### src/rtl/icc_pkg.sv
package icc_pkg;

    localparam int DATA_W = 32;
    localparam int ADDR_W = 2;

    // control word bit positions
    localparam int CTL_EN     = 0;
    localparam int CTL_CFLUSH = 3;
    localparam int CTL_LEN    = 4;
    localparam int CTL_LFLUSH = 5;
    localparam int CTL_POL    = 6;
    localparam int CTL_CNTEN  = 7;
    localparam int CTL_CNTCLR = 8;
    localparam int CTL_PFLUSH = 16;

    typedef enum logic [ADDR_W-1:0] {
        ICC_A_CTRL = 2'd0,
        ICC_A_STAT = 2'd1,
        ICC_A_HIT  = 2'd2,
        ICC_A_MISS = 2'd3
    } icc_addr_e;

    typedef struct packed {
        logic cnt_en;
        logic repl;
        logic lbuf_en;
        logic cache_en;
    } icc_ctrl_t;

    typedef struct packed {
        logic port2;
        logic lbuf;
        logic cache;
    } icc_flush_t;

    localparam icc_ctrl_t CTRL_RST = '{cnt_en: 1'b1, repl: 1'b0, lbuf_en: 1'b1, cache_en: 1'b1};

    function automatic logic [DATA_W-1:0] ctrl_word(input icc_ctrl_t c);
        logic [DATA_W-1:0] w;
        w            = '0;
        w[CTL_EN]    = c.cache_en;
        w[CTL_LEN]   = c.lbuf_en;
        w[CTL_POL]   = c.repl;
        w[CTL_CNTEN] = c.cnt_en;
        return w;
    endfunction

    function automatic icc_ctrl_t ctrl_from_word(input logic [DATA_W-1:0] w);
        icc_ctrl_t c;
        c.cache_en = w[CTL_EN];
        c.lbuf_en  = w[CTL_LEN];
        c.repl     = w[CTL_POL];
        c.cnt_en   = w[CTL_CNTEN];
        return c;
    endfunction

endpackage

### src/rtl/icc_ctrl_reg.sv
module icc_ctrl_reg
    import icc_pkg::*;
(
    input  logic              clk,
    input  logic              rst,
    input  logic              wr_req,
    input  logic [DATA_W-1:0] wdata,
    input  logic              busy,
    output icc_ctrl_t         ctrl_o,
    output icc_flush_t        flush_o,
    output logic              clr_o
);

    icc_ctrl_t  ctrl_q;
    icc_flush_t flush_q;
    icc_flush_t flush_d;
    logic       accept;

    assign accept = wr_req & ~busy;
    assign clr_o  = accept & wdata[CTL_CNTCLR];

    always_comb begin
        flush_d = '0;
        if (accept) begin
            flush_d.cache = wdata[CTL_CFLUSH] | (ctrl_q.cache_en & ~wdata[CTL_EN]);
            flush_d.lbuf  = wdata[CTL_LFLUSH] | (ctrl_q.lbuf_en & ~wdata[CTL_LEN]);
            flush_d.port2 = wdata[CTL_PFLUSH];
        end
    end

    always_ff @(posedge clk) begin
        if (rst) begin
            ctrl_q  <= CTRL_RST;
            flush_q <= '0;
        end else begin
            flush_q <= flush_d;
            if (accept) ctrl_q <= ctrl_from_word(wdata);
        end
    end

    assign ctrl_o  = ctrl_q;
    assign flush_o = flush_q;

    // busy blocks the control word and all pulses
    a_r1_write_dropped: assert property (@(posedge clk) disable iff (rst)
        (wr_req && busy) |=> (ctrl_q == $past(ctrl_q)) && (flush_q == '0));

    // a pulse only ever follows an accepted write
    a_r3_pulse_after_write: assert property (@(posedge clk) disable iff (rst)
        (flush_q != '0) |-> $past(accept));

    // disabling the cache flushes it
    a_r4_disable_flush: assert property (@(posedge clk) disable iff (rst)
        (accept && ctrl_q.cache_en && !wdata[CTL_EN]) |=> flush_q.cache);

endmodule

### src/rtl/icc_sat_counter.sv
module icc_sat_counter #(
    parameter int W = 32
) (
    input  logic         clk,
    input  logic         rst,
    input  logic         clr,
    input  logic         inc_en,
    input  logic         evt,
    output logic [W-1:0] cnt
);

    localparam logic [W-1:0] CNT_MAX = '1;
    localparam logic [W-1:0] CNT_ONE = W'(1);

    logic at_max;
    assign at_max = (cnt == CNT_MAX);

    always_ff @(posedge clk) begin
        if (rst || clr)                cnt <= '0;
        else if (inc_en && evt && !at_max) cnt <= cnt + CNT_ONE;
    end

    // clear wins over a simultaneous event
    a_r5_clear_wins: assert property (@(posedge clk) disable iff (rst)
        clr |=> (cnt == '0));

    // without a counted event the value holds
    a_r6_hold: assert property (@(posedge clk) disable iff (rst)
        (!clr && !(inc_en && evt)) |=> $stable(cnt));

    // all ones is sticky until a clear
    a_r7_saturate: assert property (@(posedge clk) disable iff (rst)
        (at_max && !clr) |=> (cnt == CNT_MAX));

endmodule

### src/rtl/icc_status.sv
module icc_status (
    input  logic clk,
    input  logic rst,
    input  logic eng_busy,
    input  logic cache_en,
    output logic busy_o,
    output logic en_o
);

    always_ff @(posedge clk) begin
        if (rst) begin
            busy_o <= 1'b1;
            en_o   <= 1'b1;
        end else begin
            busy_o <= eng_busy;
            if (!eng_busy) en_o <= cache_en;
        end
    end

    // busy trails the engine by one edge
    a_r8_busy_follow: assert property (@(posedge clk) disable iff (rst)
        1'b1 |=> (busy_o == $past(eng_busy)));

    // enabled bit frozen while the engine is busy
    a_r8_en_frozen: assert property (@(posedge clk) disable iff (rst)
        eng_busy |=> $stable(en_o));

endmodule

### src/rtl/icache_ctrl_regs.sv
module icache_ctrl_regs
    import icc_pkg::*;
#(
    parameter int CNT_W = 32
) (
    input  logic              clk,
    input  logic              rst,
    input  logic              bus_wr,
    input  logic [ADDR_W-1:0] bus_addr,
    input  logic [DATA_W-1:0] bus_wdata,
    output logic [DATA_W-1:0] bus_rdata,
    input  logic              eng_busy,
    input  logic              ev_hit,
    input  logic              ev_miss,
    output logic              cache_en,
    output logic              lbuf_en,
    output logic              repl_sel,
    output logic              flush_cache,
    output logic              flush_lbuf,
    output logic              flush_port2
);

    localparam int N_CNT = 2;

    icc_ctrl_t        ctrl;
    icc_flush_t       flush;
    logic             clr;
    logic             ctrl_wr;
    logic             sts_busy;
    logic             sts_en;
    logic [N_CNT-1:0] evt;
    logic [CNT_W-1:0] cnt_q [N_CNT];
    logic [DATA_W-1:0] cnt_ext [N_CNT];

    assign ctrl_wr = bus_wr && (icc_addr_e'(bus_addr) == ICC_A_CTRL);
    assign evt     = {ev_miss, ev_hit};

    icc_status u_status (
        .clk      (clk),
        .rst      (rst),
        .eng_busy (eng_busy),
        .cache_en (ctrl.cache_en),
        .busy_o   (sts_busy),
        .en_o     (sts_en)
    );

    icc_ctrl_reg u_ctrl (
        .clk     (clk),
        .rst     (rst),
        .wr_req  (ctrl_wr),
        .wdata   (bus_wdata),
        .busy    (sts_busy),
        .ctrl_o  (ctrl),
        .flush_o (flush),
        .clr_o   (clr)
    );

    for (genvar g = 0; g < N_CNT; g++) begin : g_cnt
        icc_sat_counter #(.W(CNT_W)) u_cnt (
            .clk    (clk),
            .rst    (rst),
            .clr    (clr),
            .inc_en (ctrl.cnt_en),
            .evt    (evt[g]),
            .cnt    (cnt_q[g])
        );
        always_comb begin
            cnt_ext[g]            = '0;
            cnt_ext[g][CNT_W-1:0] = cnt_q[g];
        end
    end

    always_comb begin
        case (icc_addr_e'(bus_addr))
            ICC_A_CTRL: bus_rdata = ctrl_word(ctrl);
            ICC_A_STAT: bus_rdata = {{(DATA_W-2){1'b0}}, sts_busy, sts_en};
            ICC_A_HIT:  bus_rdata = cnt_ext[0];
            default:    bus_rdata = cnt_ext[1];
        endcase
    end

    assign cache_en    = ctrl.cache_en;
    assign lbuf_en     = ctrl.lbuf_en;
    assign repl_sel    = ctrl.repl;
    assign flush_cache = flush.cache;
    assign flush_lbuf  = flush.lbuf;
    assign flush_port2 = flush.port2;

    // a write to any other address leaves the outputs unchanged
    a_r9_other_addr: assert property (@(posedge clk) disable iff (rst)
        (bus_wr && !ctrl_wr) |=> $stable({cache_en, lbuf_en, repl_sel})
                                 && !flush_cache && !flush_lbuf && !flush_port2);

endmodule

### config.mk
export PLATFORM = sky130hd
export DESIGN_NAME = icache_ctrl_regs
export DESIGN_NICKNAME = d
export VERILOG_FILES = /design/src/rtl/icc_pkg.sv /design/src/rtl/icc_ctrl_reg.sv /design/src/rtl/icc_sat_counter.sv /design/src/rtl/icc_status.sv /design/src/rtl/icache_ctrl_regs.sv
export SDC_FILE = /design/constraint.sdc
export NUM_CORES = 1
export LEC_CHECK = 0
export ABC_CLOCK_PERIOD_IN_PS = 2400
export BUFFER_PORTS_ARGS = -buffer_cell sky130_fd_sc_hd__buf_2
export CAP_MARGIN = 15
export CORE_MARGIN = 2
export CORE_UTILIZATION = 56
export DETAILED_ROUTE_END_ITERATION = 6
export PLACE_DENSITY = 0.81
export SLEW_MARGIN = 20
export SYNTH_ARGS = -nofsm -noshare
export SYNTH_HDL_FRONTEND = slang
export SYNTH_SLANG_ARGS = --single-unit
### constraint.sdc
create_clock -name clk -period 2.4 [get_ports clk]
set_input_delay 0.12 -clock clk [delete_from_list [all_inputs] [get_ports clk]]
set_output_delay 0.12 -clock clk [all_outputs]
set_load 0.02 [all_outputs]
After elaboration in Yosys (flattened, before gate mapping) --
Cells that the tools add are included.
Storage, ports and cells: register bits 73, latch bits 0, bits in writable memories 0, ROM bits 0, input port bits 40, memories 0
Cells by class: add/subtract/negate cells 2, multiply operators 0, div/mod/pow operators 0, order comparisons 0, equality and inequality tests 4, shift operators 0, mux-type cells 1, bitwise logic cells 10, reductions and logical operators 10
Operators with widths (number):
- $pmux W32 S3 | 1
- $add A32 B1 Y32 const B | 2
- $eq A32 B32 Y1 const B | 2
- $logic_and A1 B1 Y1 | 5
- $and A1 B1 Y1 | 4
- $not A1 Y1 | 4
- $eq A2 B1 Y1 const B | 1
- $eq A2 B2 Y1 const B | 1
- $logic_not A1 Y1 | 2
- $logic_not A2 Y1 | 1
- $or A1 B1 Y1 | 2
- $reduce_or A2 Y1 | 1
- $logic_or A1 B1 Y1 | 1

Longest topological paths before layout --
Gate-level depths: netlist (run 1).
depth in word-level cells 5, depth in mapped cells 8

Hierarchy --
Synthesis (run 1) repeated with hierarchy kept, for this count alone.
Unflattened totals: cells, all modules 492, area total of the unflattened synthesis 4196.5 µm²
Modules (own cells, without submodules):
- icc_sat_counter | instances 2, cells each 191, area an instance 1610.3 µm², sequential area each 640.6 µm²
- icache_ctrl_regs | instances 1, cells each 73, area an instance 615.6 µm², sequential area each 0.0 µm²
- icc_ctrl_reg | instances 1, cells each 32, area an instance 299.0 µm², sequential area each 140.1 µm²
- icc_status | instances 1, cells each 5, area an instance 61.3 µm², sequential area each 40.0 µm²

Least setup slack after synthesis (run 1) --
No wires, ideal clock.
kind register -> register, from register g_cnt[0].u_cnt.cnt[18], to register g_cnt[0].u_cnt.cnt[25], setup time 0.068 ns, data arrival time 2.059 ns, required time 2.332 ns, slack 0.273 ns, cell stages (with the launch flop) 9, path buffers 3, cell sequence dfxtp_1 nand4_1 or4_1 buf_6 nor4_4 buf_6 buf_12 o21ai_1 a21oi_2
Between the ends: cells in the longest elaborated chain, start to end 3, elaborated cells on any way between the ends 4, those cells by class 1 x add/sub; 1 x eq/ne; 2 x reduce/logical
RTL lines:
- from (decl) | RTL line icc_sat_counter.sv:9 | output logic [W-1:0] cnt
- from (signal assigned) | RTL line icc_sat_counter.sv:20 | else if (inc_en && evt && !at_max) cnt <= cnt + CNT_ONE;
- parallel branches: the longest is 3 deep, another holds $add A32 B1 Y32
Several ways; the timed one is not identified. A chain may end at the register's enable or synchronous reset.

Worst setup path in the final report (run 1) --
from register g_cnt[0].u_cnt.cnt[19], to register g_cnt[0].u_cnt.cnt[27]
The elaborated chain is that of the path after synthesis.

==> results of run 1 <==
## per-stage QoR
step	instance area (sq um)	setup slack, ns	utilization [%]	instances	power, mW
after global routing	4980	0.0118	67.9	686	2.55
after detailed placement	4730	0.180	64.5	667	1.40
final	4980	0.211	67.9	686	2.51
after global placement	4730	0.201	64.5	667	1.40
after CTS	4980	0.156	67.9	686	2.49
after floorplan	4290	0.273	-	517	1.36
## area by class of cell
cell class / instances / area [sq um] / share of cell area, %
clock buffer: 14 / 163 / 3.27
clock inverter: 2 / 60.1 / 1.21
inverter: 9 / 33.8 / 0.678
multi-input combinational: 405 / 2630 / 52.9
sequential: 73 / 1460 / 29.3
tap: 99 / 124 / 2.49
timing repair buffer: 84 / 505 / 10.2
## per-layer routing
layer  routed length, microns  GRT usage (%)
met1                     4860           36.4
met2                     5820           48.0
met3                      857           3.98
met4                      214           9.97
met5                        0              0
## Yosys cell counts (all sizes together) (3+ instances only)
master and instances:
o31ai 14, a211oi 5, clkbuf 19, and3 9, nor2 27, nor2b 28, nor3 6, nand2 39
nor4 8, buf 11, nand3 28, mux2 5, a211o 4, o21ai 27, o211ai 8, dfxtp 73
a22o 3, mux2i 29, xnor2 7, a21oi 42, nand4 24, or3 21, or4 25, or2 4
inv 9, and2 5, xor2 6, and4 6
## worst paths after layout
| path | slack [ns] | end | start | cells after the start |
|---|---|---|---|---|
| worst max-delay path | 0.21 | g_cnt[0].u_cnt.cnt[27]$_SDFFE_PP0P_ | g_cnt[0].u_cnt.cnt[19]$_SDFFE_PP0P_ | 6 |
| worst min-delay path | 0.02 | u_ctrl.flush_o[1]$_SDFF_PP0_ | bus_wdata[5] | 3 |
| worst max register to register | 0.21 | g_cnt[0].u_cnt.cnt[27]$_SDFFE_PP0P_ | g_cnt[0].u_cnt.cnt[19]$_SDFFE_PP0P_ | 6 |
| worst min register to register | 0.47 | u_status.en_o$_SDFFE_PP1N_ | u_status.en_o$_SDFFE_PP1N_ | 1 |
## power by group through the flow
stage | Sequential, mW | Clock (mW) | Combinational, mW
6_report | 1.23 | 1.13 | 0.149
5_1_grt | 1.23 | 1.16 | 0.161
4_1_cts | 1.23 | 1.11 | 0.148
2_1_floorplan | 1.26 | 0 | 0.100
3_5_place_dp | 1.26 | 0 | 0.144
3_3_place_gp | 1.26 | 0 | 0.139
## critical path, stage by stage (launching register included)
cell     delay, ns
dfxtp_1       0.43
nand4_1       0.14
or4_1         0.64
nor4_4        0.40
buf_4         0.25
nor4_1        0.06
o21a_1        0.17
## logic make-up after synthesis
logic type	count (synthesis)	synth area share, %
XOR/XNOR	13	2.65
adder cells (fa/ha/maj)	2	0.583
flip-flops	73	34.0
AND/OR/NAND/NOR	237	31.8
buffers and inverters	39	4.66
AO/OA/AOI/OAI	118	17.7
multiplexers	35	8.60
## flip-flops by register name, summed over array words and instances, names as in the netlist
signal,flops
g_cnt.u_cnt.cnt,64
u_ctrl.ctrl_o,4
u_ctrl.flush_o,3
u_status.busy_o,1
u_status.en_o,1
## timing repair
| item | in CTS | in global routing |
|---|---|---|
| endpoints found under the setup margin | 0 | 1 |
| hold endpoints to repair | 3 | 0 |
| hold buffers | 3 | 0 |
==> impl_metrics.csv, run 1 <==
group,metric,value,unit
status,status,"finished clean",
clock_network,h-tree-depth,3,
clock_network,cts_tree,"yes",
floorplanning,ios,78,
finish,finalNetCount,624,
clock_network,cts_sinks,73,
power_and_ir_drop,peakVddDrop,0.391,mV
synthesis,synthTopCellsByArea,"dfxtp_1 34%, mux2i_1 6.8%, a21oi_1 4.1%, nor2b_1 4.1%, or4_1 3.7%",
critical_path,startpoint_type,"flop",
timing,min_period_over_period,91.2,%
finish,area_delta_synth_final,16.0,%
timing,fin_crit,2.19,ns
detailed_routing,drt_pass1_iterations,5,
placement,port-buffer-count,53,
critical_path,critPathRequiredTime,2.65,ns
hold_path,hold_path_class,"input pin to flop",
clock_network,clk_latency,0.36,ns
clock_network,cts_resized,0,
timing,fmax,457,MHz
detailed_routing,routed_wl,11.8,mm
finish,drive_gt1_share,21.0,%
detailed_routing,drc,0,
finish,mostFrequentLayoutCells,"73 x dfxtp_1, 53 x buf_2, 39 x nand2_1",
global_route,antenna_found_initial,0,
synthesis,synth_largest_area_cell,"dfxtp_1",
floorplanning,rows,31,
synthesis,synth_nets,559,
clock_network,root_buffer,"clkbuf_8",
detailed_routing,via_per_inst,6.36,
power_and_ir_drop,cell_internal_pwr,1.93,mW
detailed_routing,routed-via-count,4361,
synthesis,netlist_area,4290,sq um
floorplanning,start_util,58.6,%
power_and_ir_drop,switchingPower,581,uW
clock_network,cts_buffers,9,
power_and_ir_drop,powerDensity,504,nW/um^2
finish,antenna_cells,0,
synthesis,synth_top_area_share,34.0,%
placement,place_congestion,0.886,
synthesis,yosysWarnings,0,
synthesis,netlist_instances,517,
global_route,gr-total-overflow,0,
finish,fill_cells,569,
synthesis,synth_seq_cells,73,
detailed_routing,post_drt_wl_per_cell,17.1,microns
power_and_ir_drop,pwr-share-clk,44.9,%
detailed_routing,first_iter_violations,420,
global_route,grt_usage,28.2,%
timing,slew_headroom,59.0,%
global_route,grt_pass1_wl,19.2,mm
synthesis,yosysSeqAreaShare,34.0,%
job,maxCapViolCount,0,
critical_path,arrival,2.44,ns
finish,final_common_cell,"dfxtp_1",
clock_network,post_cts_buffers,0,
timing,fin_skew,0.0139,ns
timing,report.final.slew_viol_count,0,
clock_network,clkTransAtPathRegs,0.08,ns
power_and_ir_drop,netSwitchingFraction,23.2,%
timing,setup_viol,0,
timing,hold_viol,0,
power_and_ir_drop,seqPwrFrac,49.1,%
global_route,grt_pass1_vias,3990,
power_and_ir_drop,power.share.combinational,6.0,%
floorplanning,die_area,8380,sq um
timing,setup-tns-final,0,ns
floorplanning,die_w,91.6,microns
synthesis,syn_area_per_cell,8.30,sq um
global_route,grt_max_degree,35,
synthesis,synth-async-reset-ratio,0,%
timing,rsz0062_at_grt,"no",
critical_path,endpoint_kind,"flop",
floorplanning,die_h,91.6,microns
detailed_routing,ant_nets,0,
clock_network,ctsLongestPathBuffers,2,
critical_path,worstSetupPathType,"flop to flop",
synthesis,synthFlopType,"dfxtp_1",
critical_path,crit_path_max_fanout,10,
power_and_ir_drop,cellLeakagePower,1.81,nW
synthesis,synth_edf_count,0,
synthesis,synth.distinct_cells,62,
timing,tightest_slew,0.615,ns
floorplanning,core_area,7330,sq um
timing,hold_ws,0.0191,ns
placement,place_hpwl,8.42,mm
(Power assumes the default switching activity.)
==> run 2, diff against run 1 <==
--- a/config.mk
+++ b/config.mk
@@ -8,7 +8,6 @@
 export ABC_CLOCK_PERIOD_IN_PS = 2400
 export BUFFER_PORTS_ARGS = -buffer_cell sky130_fd_sc_hd__buf_2
 export CAP_MARGIN = 15
-export CORE_MARGIN = 2
 export CORE_UTILIZATION = 56
 export DETAILED_ROUTE_END_ITERATION = 6
 export PLACE_DENSITY = 0.81
==> run 2 against run 1 <==
  * Die area is 4.3% lower
  * Clock skew is 0.0031 ns lower
  * Largest cell class unchanged
  * Critical path type unchanged
  * Non-clock buffer count is 3 lower
==> impl_metrics.csv, run 2 (same netlist as run 1, synthesis figures left out) <==
group,metric,value,unit
status,status,"finished clean",
finish,finalNetCount,621,
detailed_routing,via_per_inst,6.31,
global_route,antenna_found_initial,0,
detailed_routing,post_drt_wl_per_cell,17.2,microns
floorplanning,rows,31,
placement,place_congestion,0.888,
critical_path,crit_path_max_fanout,7,
global_route,grt_usage,31.2,%
timing,tightest_slew,0.744,ns
finish,antenna_cells,0,
detailed_routing,routed-via-count,4308,
placement,place_hpwl,8.37,mm
timing,slew_headroom,50.4,%
hold_path,hold_path_class,"input pin to flop",
detailed_routing,first_iter_violations,439,
timing,hold_ws,0.0217,ns
clock_network,ctsLongestPathBuffers,2,
global_route,grt_pass1_wl,19.0,mm
finish,regMostFlops,"g_cnt.u_cnt.cnt",
critical_path,arrival,2.63,ns
timing,setup-tns-final,0,ns
detailed_routing,drt_pass1_iterations,5,
detailed_routing,routed_wl,11.8,mm
timing,rsz0062_at_grt,"no",
clock_network,cts_sinks,73,
timing,setup_ws,0.0561,ns
placement,post-place-ws,0.0981,ns
global_route,grt_max_degree,37,
timing,min_period_over_period,97.7,%
timing,setup_viol,0,
floorplanning,die_h,89.6,microns
timing,report.final.slew_viol_count,0,
timing,fin_crit,2.34,ns
floorplanning,ios,78,
clock_network,cts_tree,"yes",
critical_path,worstSetupPathType,"flop to flop",
clock_network,clkTransAtPathRegs,0.08,ns
finish,final_common_cell,"dfxtp_1",
finish,design_area,4920,sq um
placement,port-buffer-count,53,
hold_path,holdPathStages,2,
finish,largest_reg_flops,64,
job,maxCapViolCount,0,
global_route,gr-total-overflow,0,
power_and_ir_drop,power.share.combinational,6.2,%
power_and_ir_drop,peakVddDrop,0.338,mV
floorplanning,start_util,58.6,%
critical_path,endpoint_kind,"flop",
timing,fmax,427,MHz
power_and_ir_drop,seqPwrFrac,52.4,%
placement,place_inst,665,
power_and_ir_drop,pwr-share-clk,41.4,%
finish,utilization,67.1,%
clock_network,h-tree-depth,3,
critical_path,r2r_slack,0.06,ns
floorplanning,core_area,7330,sq um
finish,drive_gt1_share,20.7,%
finish,mostFrequentLayoutCells,"73 x dfxtp_1, 53 x buf_2, 39 x nand2_1",
finish,area_delta_synth_final,14.6,%
clock_network,root_buffer,"clkbuf_8",
timing,hold_viol,0,
power_and_ir_drop,netSwitchingFraction,24.0,%
power_and_ir_drop,p_total,2.35,mW
detailed_routing,ant_nets,0,
critical_path,critPathRequiredTime,2.68,ns
finish,stdcell_count,683,
clock_network,cts_buffers,9,
critical_path,reg2reg_depth,6,
power_and_ir_drop,switchingPower,565,uW
timing,fin_skew,0.0108,ns
placement,placed_area,4710,sq um
clock_network,clk_latency,0.36,ns
power_and_ir_drop,powerDensity,478,nW/um^2
global_route,grt_pass1_vias,3971,
power_and_ir_drop,cell_internal_pwr,1.79,mW
power_and_ir_drop,cellLeakagePower,1.78,nW
detailed_routing,drc,0,
critical_path,startpoint_type,"flop",
floorplanning,die_area,8020,sq um
floorplanning,die_w,89.6,microns
run 2: cell types whose count changed in the layout (fill, tap and decap cells not counted):
cell | before | now
bufinv_16 | 2 | 1
clkinv_2 | 0 | 2
dlygate4sd3_1 | 3 | 2
clkbuf_8 | 11 | 10
buf_4 | 28 | 26
run 2: layout make-up:
class	instances	area [sq um]
inverter	9	33.8
clock buffer	13	149
timing repair buffer	81	480
tap	99	124
sequential	73	1460
clock inverter	3	40.0
fill	600	2410
multi-input combinational	405	2630
run 2: metal layers:
metal	GRT usage (%)	wire, microns	up-vias
li1	-	-	2074
met1	40.4	5170	2042
met2	51.7	5590	164
met3	4.34	705	28
met4	14.0	314	0
met5	0	0	-
run 2: path summary, 6_finish.rpt:
kind,start,endpoint
setup / recovery,g_cnt[0].u_cnt.cnt[19]$_SDFFE_PP0P_,g_cnt[0].u_cnt.cnt[31]$_SDFFE_PP0P_
hold / removal,bus_wdata[16],u_ctrl.flush_o[2]$_SDFF_PP0_
setup reg to reg,g_cnt[0].u_cnt.cnt[19]$_SDFFE_PP0P_,g_cnt[0].u_cnt.cnt[31]$_SDFFE_PP0P_
hold reg to reg,u_status.en_o$_SDFFE_PP1N_,u_status.en_o$_SDFFE_PP1N_
run 2: power by group through the flow:
stage	registers, mW	logic [mW]	clock network [mW]
2_1_floorplan	1.26	0.100	0
3_3_place_gp	1.26	0.136	0
3_5_place_dp	1.26	0.140	0
4_1_cts	1.23	0.143	0.974
5_1_grt	1.23	0.158	1.02
6_report	1.23	0.146	0.973
run 2: what timing repair did:
action / CTS / global route
setup buffers: 0 / 0
hold buffers: 2 / 0
gates resized for setup: 0 / 0
hold endpoints to repair: 3 / 0
run 2: worst max-delay path, cell delays in order (launching register included):
cell	delay, ns
dfxtp_1	0.42
nand4_1	0.15
buf_4	0.17
nor4_1	0.60
nand4_1	0.21
or4_2	0.58
a21oi_1	0.15
